$ cat src/rtl/wstep_pkg.sv
package wstep_pkg;
    localparam int BYTE_W      = 8;
    localparam int POT_FIELD_W = 2;
    localparam logic [3:0] OP_STEP  = 4'b0010;
    localparam logic [1:0] REG_NONE = 2'b00;
endpackage

$ cat src/rtl/wstep_decode.sv
module wstep_decode
    import wstep_pkg::*;
#(
    parameter int NUM_POTS = 2
) (
    input  logic                   instr_valid,
    input  logic [BYTE_W-1:0]      instr_byte,
    output logic                   arm,
    output logic [POT_FIELD_W-1:0] arm_pot
);
    logic op_hit;
    logic reg_hit;
    logic pot_hit;

    always_comb begin
        op_hit  = (instr_byte[7:4] == OP_STEP);
        reg_hit = (instr_byte[3:2] == REG_NONE);
        pot_hit = (int'(instr_byte[1:0]) < NUM_POTS);
        arm     = instr_valid && op_hit && reg_hit && pot_hit;
        arm_pot = instr_byte[1:0];
    end
endmodule

$ cat src/rtl/wstep_sat.sv
module wstep_sat #(
    parameter int CODE_W = 8
) (
    input  logic [CODE_W-1:0] cur,
    input  logic              up,
    output logic [CODE_W-1:0] nxt
);
    localparam logic [CODE_W-1:0] TOP = {CODE_W{1'b1}};
    localparam logic [CODE_W-1:0] BOT = '0;
    localparam logic [CODE_W-1:0] ONE = CODE_W'(1);

    always_comb begin
        if (up) begin
            nxt = (cur == TOP) ? TOP : cur + ONE;
        end else begin
            nxt = (cur == BOT) ? BOT : cur - ONE;
        end
    end
endmodule

$ cat src/rtl/wiper_stepper.sv
module wiper_stepper
    import wstep_pkg::*;
#(
    parameter int CODE_W   = 8,
    parameter int NUM_POTS = 2
) (
    input  logic                       clk,
    input  logic                       rst_n,
    input  logic                       instr_valid,
    input  logic [7:0]                 instr_byte,
    input  logic                       scl_rise,
    input  logic                       scl_fall,
    input  logic                       sda_lvl,
    input  logic                       start_det,
    input  logic                       stop_det,
    input  logic [NUM_POTS*CODE_W-1:0] wcr_flat,
    output logic                       upd_valid,
    output logic [1:0]                 upd_pot,
    output logic [CODE_W-1:0]          upd_code
);
    localparam int SEL_W = (NUM_POTS > 1) ? $clog2(NUM_POTS) : 1;

    typedef struct packed {
        logic                   active;
        logic                   pend;
        logic                   dir;
        logic [POT_FIELD_W-1:0] pot;
        logic                   valid;
        logic [CODE_W-1:0]      code;
    } step_st_t;

    step_st_t st_d, st_q;

    logic                   arm;
    logic [POT_FIELD_W-1:0] arm_pot;
    logic [CODE_W-1:0]      cur_arr [NUM_POTS];
    logic [CODE_W-1:0]      cur_sel;
    logic [CODE_W-1:0]      stepped;

    wstep_decode #(.NUM_POTS(NUM_POTS)) u_decode (
        .instr_valid (instr_valid),
        .instr_byte  (instr_byte),
        .arm         (arm),
        .arm_pot     (arm_pot)
    );

    for (genvar gi = 0; gi < NUM_POTS; gi++) begin : g_unpack
        assign cur_arr[gi] = wcr_flat[gi*CODE_W +: CODE_W];
    end

    assign cur_sel = cur_arr[st_q.pot[SEL_W-1:0]];

    wstep_sat #(.CODE_W(CODE_W)) u_sat (
        .cur (cur_sel),
        .up  (st_q.dir),
        .nxt (stepped)
    );

    always_comb begin
        st_d       = st_q;
        st_d.valid = 1'b0;
        if (stop_det || start_det) begin
            st_d.active = 1'b0;
            st_d.pend   = 1'b0;
        end else if (arm) begin
            st_d.active = 1'b1;
            st_d.pend   = 1'b0;
            st_d.pot    = arm_pot;
        end else if (st_q.active) begin
            if (scl_rise) begin
                st_d.pend = 1'b1;
                st_d.dir  = sda_lvl;
            end else if (scl_fall && st_q.pend) begin
                st_d.pend  = 1'b0;
                st_d.valid = 1'b1;
                st_d.code  = stepped;
            end
        end
    end

    always_ff @(posedge clk or negedge rst_n) begin
        if (!rst_n) begin
            st_q <= '0;
        end else begin
            st_q <= st_d;
        end
    end

    assign upd_valid = st_q.valid;
    assign upd_pot   = st_q.pot;
    assign upd_code  = st_q.code;
endmodule

$ cat config.mk
export PLATFORM = sky130hd
export DESIGN_NAME = wiper_stepper
export DESIGN_NICKNAME = d
export VERILOG_FILES = /design/src/rtl/wstep_pkg.sv /design/src/rtl/wstep_decode.sv /design/src/rtl/wstep_sat.sv /design/src/rtl/wiper_stepper.sv
export SDC_FILE = /design/constraint.sdc
export NUM_CORES = 1
export LEC_CHECK = 0
export ABC_AREA = 1
export BUFFER_PORTS_ARGS = -buffer_cell sky130_fd_sc_hd__buf_2
export CAP_MARGIN = 0
export CELL_PAD_IN_SITES_DETAIL_PLACEMENT = 1
export CELL_PAD_IN_SITES_GLOBAL_PLACEMENT = 2
export CORE_UTILIZATION = 27
export CTS_CLUSTER_DIAMETER = 40
export DETAILED_ROUTE_END_ITERATION = 10
export HOLD_SLACK_MARGIN = 0.08
export PLACE_DENSITY = 0.83
export SYNTH_ARGS = -nofsm -noshare
export SYNTH_HDL_FRONTEND = slang
export SYNTH_SLANG_ARGS = --single-unit
$ cat constraint.sdc
create_clock -name clk -period 2 [get_ports clk]
set_input_delay 0.1 -clock clk [delete_from_list [all_inputs] [get_ports clk]]
set_output_delay 0.1 -clock clk [all_outputs]
set_load 0.005 [all_outputs]
* After elaboration in Yosys (flattened, before gate mapping)
Index checks and enable logic that the tools add are counted.
** Storage, ports and cells
- Memories kept :: 0
- Bits in writable memories :: 0
- Output and inout port bits :: 11
- Input bits :: 32
- Bits in latches :: 0
- ROM bits :: 0
- Register bits :: 14
** Cells by class
- Shift-type cells :: 0
- Divide/modulo/power cells :: 0
- Order comparisons :: 2
- Equality and inequality tests :: 2
- Multiplexer cells :: 18
- Reduce and logical (&&, ||, !) cells :: 14
- Add/subtract/negate cells :: 2
- Bitwise logic cells :: 4
- Multipliers :: 0
** Operators by type and width (count)
- $mux W8 :: 6
- $mux W9 :: 5
- $add A8 B1 Y8 const B :: 1
- $eq A8 B8 Y1 const B :: 1
- $logic_not A8 Y1 :: 1
- $sub A8 B1 Y8 const B :: 1
- $mux W1 :: 5
- $reduce_and A5 Y1 :: 1
- $eq A4 B2 Y1 const B :: 1
- $logic_and A1 B1 Y1 :: 4
- $mux W2 :: 2
- $reduce_and A2 Y1 :: 2
- $reduce_and A4 Y1 :: 1
- $reduce_bool A4 Y1 :: 1
- $not A1 Y1 :: 3
- $reduce_bool A3 Y1 :: 1
- $ge A2 B2 Y1 const B :: 1
- $logic_not A2 Y1 :: 1
- $lt A2 B2 Y1 const B :: 1
- $not A1 Y2 :: 1
- $reduce_bool A2 Y1 :: 1
- $logic_or A1 B1 Y1 :: 1

* Depth between registers and ports, before layout
Gate-level depths: netlist of the first run.
- Depth after elaboration :: 12
- Depth in mapped cells :: 15
- Mapped depth without buffers :: 14

* By module
A second synthesis of the first run with hierarchy kept.
** Unflattened totals
- Cells, all modules :: 200
- Area, all modules :: 1411.4 sq um
** By module, submodules not included
- wiper_stepper :: cells each 88, times used 1, area each 830.8 sq um
- wstep_sat :: cells each 102, times used 1, area each 533.0 sq um
- wstep_decode :: cells each 10, times used 1, area each 47.5 sq um

* Worst setup path after synthesis of the first run
Ideal clock, no wire load.
- Path type :: reg-to-reg
- Start :: register st_q (netlist bit upd_pot[0])
- End :: register st_q (netlist bit upd_code[6])
- Period minus slack after synthesis :: 1.607 ns
- Path buffers :: 1
- Setup slack :: 0.393 ns
- Data required time :: 1.935 ns
- Stages on the path, launching flop included :: 14
- Data arrival time :: 1.542 ns
- Path through :: dfrtp_1 > buf_6 > nand2_1 > nand2_2 > inv_2 > ha_1 > inv_1 > nor2_2 > nand2_1 > o21ai_1 > nand3_1 > nand2_1 > nand2_1 > nand2_1
** Between the ends
- Longest elaborated chain between the ends :: 7
- Elaborated cells on any way between the ends :: 11
- Classes of those cells :: add/sub (2); eq/ne (1); mux (6); bitwise (1); reduce/logical (1)
** RTL lines
- from (decl) :: line wiper_stepper.sv:32 : step_st_t st_d, st_q;
- from (signal assigned) :: line wiper_stepper.sv:85 : st_q <= st_d;
- $not A1 Y2 (not written as such) (*) :: line wiper_stepper.sv:51 : assign cur_sel = cur_arr[st_q.pot[SEL_W-1:0]];
- $mux W8 (not written as such) (*) (3 in series) :: line wiper_stepper.sv:51
- $sub A8 B1 Y8, or another cell as far along :: line wstep_sat.sv:16 : nxt = (cur == BOT) ? BOT : cur - ONE;
- $mux W8, on equally long branches :: line wstep_sat.sv:16, wstep_sat.sv:14
- $mux W8 (*) :: line wstep_sat.sv:13 : if (up) begin
Mark *: on every way between the ends. The rest lies on a longest branch, timed or not. The select of a mux whose other input is x is not followed.
A chain may end at the register's enable or synchronous reset.

* Worst setup path after layout of the first run
Same ends and word-level chain as after synthesis.

==> metrics, run 1 <==
hpwl dp 3080 µm; FILL cells 655; crit end category flip-flop; first-pass GRT wire length 6370 µm; initial antenna violation count 0; die area 0.00545 mm²; commonest non-fill, non-tap cell in the layout nand2_1; # H-tree levels 1; total power 694 µW; clock sink count 14; vias in the first global route 1,466; Top-Level Pins 43; post-synthesis cell type count 29; Period minus WS final 1.77 ns; Slew Viols, Final 0; most used cell, CP nand2_1; drt wl/cell 11.6 µm; Die Wd 73.8 µm; worst-margin pin slew 0.393 ns; cell taking the most area after synthesis dfrtp_1; Psw 210 µW; CTS buffer count 3; share of layout cells above drive strength 1 34.7%; Worst Path Required 2.18 ns; DRT iter0 DRCs 80; core box area 0.00485 mm²; Int Pwr 484 µW; Area Overhead vs Synth 19.1%; # rows 25; Final setup viols 0; effective utilization at floorplan 28.7%; fmax 566 MHz; Data arrival, critical path 1.94 ns; clock-pin slew on the worst setup and hold paths 0.06 ns; combinational share of power 25.5%; share of power burned in registers 41.4%; Gate Count Post-Synth 212; clk_skew 0.00783 ns; Synthesized Nets 247; P per Cell Area 418 mW/mm²; reg2reg setup slack 0.23 ns; Cell Area, Synth 0.00139 mm²; VDD IR max 0.243 mV; post-synthesis sequential area ratio 25.2%; RSZ-0062 raised after global routing no; vias 1,388; Synth Warn # 0; commonest cells after routing, fill and taps aside 73 x nand2_1, 42 x buf_2, 19 x nor2_1; largest net degree at the start of global routing 15; CTS Buffer Depth 2; MaxCap Viol Count 0; Slowest Stage Delay on Critical Path 0.42 ns; Post-Route WL 3640 µm; synth top area cells dfrtp_1 25%, nand2_1 20%, nand2_2 5.8%; crit-path max FO 7; Port Buffers 42; Clock Power Share 33.1%; fin nets 285; Root Buffer clkbuf_8; n_diodes 0; clock latency on the worst-skew pair 0.24 ns; sw frac 30.2%; Synth Register Bits 14; GPL Wtd Cong 0.830; Sum Neg Setup Slack 0 ns; Min-Delay Path Class input port to flip-flop; global route overflow 0; Yosys top cell area share 25.2%; CP max-delay cell dfrtp_2; CP Class flip-flop to flip-flop; Die Ht 73.8 µm; vias per cell 4.41; worst path cell trace inv_2, nand2_2, nand2_2, inv_2, ha_1, inv_1, nor2_2, nand2_1, o21ai_1, nand3_1, nand2_1, nand2_1, nand2_1; remaining antenna violation count after routing 0; Static Leak 0.000922 µW; CTS tree yes; Initial DRT Pass Iterations 4; Remaining DRCs 0; Avg Inst Size Synth 6.57 µm²; status complete, no violations; Max-slew headroom 73.8%; total track usage 15.1%; period utilization 88.3%; final hold vios 0; CP startpoint kind flip-flop
[registers in the layout (all words and copies together), names as in the netlist]
name       count
upd_code       8
st_q           3
upd_pot        2
upd_valid      1
[power by group through the flow]
| stage | combinational (µW) | clock (µW) | sequential, µW |
|---|---|---|---|
| 2_1_floorplan | 116 | 0 | 291 |
| 3_3_place_gp | 177 | 0 | 292 |
| 3_5_place_dp | 179 | 0 | 293 |
| 4_1_cts | 181 | 239 | 287 |
| 5_1_grt | 202 | 256 | 288 |
| 6_report | 177 | 229 | 288 |
[cells in the mapped netlist]
master / n
buf_2: 1
nor3_1: 1
dfrtp_1: 14
inv_4: 1
a31oi_1: 1
nand3_2: 2
nor2_1: 19
ha_1: 3
nor2_8: 1
nor2_2: 5
clkinv_1: 1
inv_2: 5
inv_1: 17
a21oi_1: 2
nor2_4: 4
nand2_2: 13
nand3_1: 14
o21bai_1: 1
o21ai_2: 1
o21ai_0: 7
buf_6: 2
nand2_4: 4
nand4_1: 3
nand2_8: 1
buf_4: 10
o211ai_1: 1
xor2_1: 2
nand2_1: 73
o21ai_1: 3
[timing repair]
item | 4_1_cts | 5_1_grt
hold endpoints to repair | 14 | 0
endpoints found under the setup margin | 0 | 1
gates resized for setup | 0 | 1
hold buffers | 1 | 0
setup buffers | 0 | 0
[layer usage]
metal	track usage, %	routed length [µm]	vias to the layer above
met3	2.88	105	0
met2	28.2	1860	31
met4	1.71	0	0
met5	0	0	-
met1	18.1	1680	635
li1	-	-	722
[cell type report]
class	instances	area [µm²]	area share (%)
multi-input cells	161	847	51.1
flip-flops and latches	14	352	21.2
repair buffers	46	243	14.6
inverters	24	92.6	5.58
well taps	67	83.8	5.05
clock buffers	3	41.3	2.49
[logic make-up (layout without fill, tap and decap cells)]
logic type	count (synthesis)	after routing	share of synthesized area (%)
AND/OR/NAND/NOR	140	140	50.4
buffers and inverters	37	73	14.0
AO/OA/AOI/OAI	16	16	6.47
adder cells (fa/ha/maj)	3	3	2.70
XOR/XNOR	2	2	1.26
flip-flops	14	14	25.2
[critical path: cells and delay by family (launching register included)]
kind,cells,cell delay [ns]
flops,1,0.42
fa+ha+maj,1,0.18
compound gates,1,0.16
buf+inv,3,0.26
simple gates,8,0.67
[path summary, 6_finish.rpt]
kind | end | startpoint | cells past startpoint
setup reg to reg | upd_code[6] | upd_pot[0] | 13
min in group asynchronous | upd_code[2] | rst_n | 2
setup / recovery | upd_code[6] | upd_pot[0] | 13
max in group asynchronous | upd_pot[0] | rst_n | 2
hold / removal | upd_pot[0] | instr_byte[0] | 3
hold reg to reg | upd_code[7] | upd_code[7] | 2
[stage by stage]
step	worst slack (ns)	hold slack, ns	cells	utilization (%)	instance area [µm²]
after floorplan	0.393	-0.196	212	-	1390
after global placement	0.259	0.0207	311	33.1	1610
after detailed placement	0.217	0.0278	311	33.1	1610
after CTS	0.179	0.0804	315	34.2	1660
after global routing	0.0495	0.115	315	34.2	1660
final	0.233	0.0761	315	34.2	1660
No activity file was read; power rests on OpenSTA's default activity.
==> run 2: changes to the inputs <==
Settings changed: RECOVER_POWER set to 50, SLEW_MARGIN set to 20.
==> metrics, run 2 (synthesis results as in run 1) <==
status complete, no violations; CTS buffer count 3; Top-Level Pins 43; first-pass GRT wire length 6370 µm; clock sink count 14; hold slack final 0.0761 ns; clock latency on the worst-skew pair 0.24 ns; Slew Viols, Final 0; VDD IR max 0.243 mV; MaxCap Viol Count 0; n_diodes 0; Remaining DRCs 0; CP startpoint kind flip-flop; Root Buffer clkbuf_8; hpwl dp 3080 µm; RSZ-0062 raised after global routing no; die area 0.00545 mm²; remaining antenna violation count after routing 0; GPL Wtd Cong 0.830; vias 1,388; crit-path max FO 7; period utilization 88.3%; vias in the first global route 1,466; CTS tree yes; drt wl/cell 11.6 µm; Final Cell Area 0.00166 mm²; initial antenna violation count 0; clk_skew 0.00783 ns; effective utilization at floorplan 28.7%; core box area 0.00485 mm²; Post-Place Cell Area 0.00161 mm²; Die Wd 73.8 µm; Min-Delay Path Class input port to flip-flop; fmax 566 MHz; # rows 25; share of layout cells above drive strength 1 34.3%; commonest non-fill, non-tap cell in the layout nand2_1; crit end category flip-flop; CTS Buffer Depth 2; Initial DRT Pass Iterations 4; # H-tree levels 1; CP Class flip-flop to flip-flop; Area Overhead vs Synth 19.0%; Die Ht 73.8 µm; vias per cell 4.41; Sum Neg Setup Slack 0 ns; largest net degree at the start of global routing 15; final hold vios 0; commonest cells after routing, fill and taps aside 73 x nand2_1, 41 x buf_2, 19 x nor2_1; clock-pin slew on the worst setup and hold paths 0.06 ns; max reg flops 8; Data arrival, critical path 1.94 ns; P per Cell Area 419 mW/mm²; worst-margin pin slew 0.781 ns; Worst Path Required 2.18 ns; Final Util 34.2%; Port Buffers 42; fin nets 285; Static Leak 0.000919 µW; global route overflow 0; Final setup viols 0; Period minus WS final 1.77 ns; total track usage 15.1%; DRT iter0 DRCs 80; Max-slew headroom 47.9%; Post-Route WL 3640 µm
-- run 2: worst paths after layout --
| kind | startpoint | endpoint | slack [ns] | depth (start not counted) |
|---|---|---|---|---|
| setup / recovery | upd_pot[0] | upd_code[6] | 0.23 | 13 |
| hold / removal | instr_byte[0] | upd_pot[0] | 0.08 | 3 |
| setup reg to reg | upd_pot[0] | upd_code[6] | 0.23 | 13 |
| hold reg to reg | upd_code[7] | upd_code[7] | 0.47 | 2 |
| max in group asynchronous | rst_n | upd_pot[0] | 1.02 | 2 |
| min in group asynchronous | rst_n | upd_code[2] | 0.45 | 2 |
-- run 2: metal layers --
layer | part of all wire, % | GRT usage [%] | up-vias | routed length, µm
met5 | 0 | 0 | - | 0
li1 | - | - | 722 | -
met1 | 46 | 18.1 | 635 | 1680
met3 | 2.9 | 2.88 | 0 | 105
met2 | 51 | 28.2 | 31 | 1860
met4 | 0 | 1.71 | 0 | 0
-- run 2: final cells by class --
class,count,area [µm²]
Fill cell,656,3190
Clock buffer,3,41.3
Multi-Input combinational cell,161,847
Timing Repair Buffer,46,241
Sequential cell,14,352
Inverter,24,92.6
Tap cell,67,83.8
-- run 2: power breakdown --
part | switching, µW | total, µW | internal [µW]
registers | 2.86 | 288 | 285
logic | 110 | 177 | 66.3
clock network | 96.5 | 229 | 133
-- run 2: metrics by stage --
stage,total power [µW],setup slack [ns],instances
after global placement,469,0.259,311
after floorplan,407,0.393,212
after CTS,707,0.179,315
after global routing,746,0.0495,315
final,694,0.233,315
after detailed placement,471,0.217,311
-- run 2: what timing repair did --
item | CTS | global route
buffers inserted | 0 | 0
endpoints found under the setup margin | 0 | 1
hold buffers | 1 | 0
resized for setup | 0 | 1
endpoints found under the hold margin | 14 | 0
-- run 2: worst max-delay path: stages, from the launching register on --
cell     delay [ns]
dfrtp_2        0.42
inv_2          0.09
nand2_2        0.06
nand2_2        0.08
inv_2          0.11
ha_1           0.18
inv_1          0.06
nor2_2         0.15
nand2_1        0.09
o21ai_1        0.16
nand3_1        0.10
nand2_1        0.08
nand2_1        0.05
nand2_1        0.06
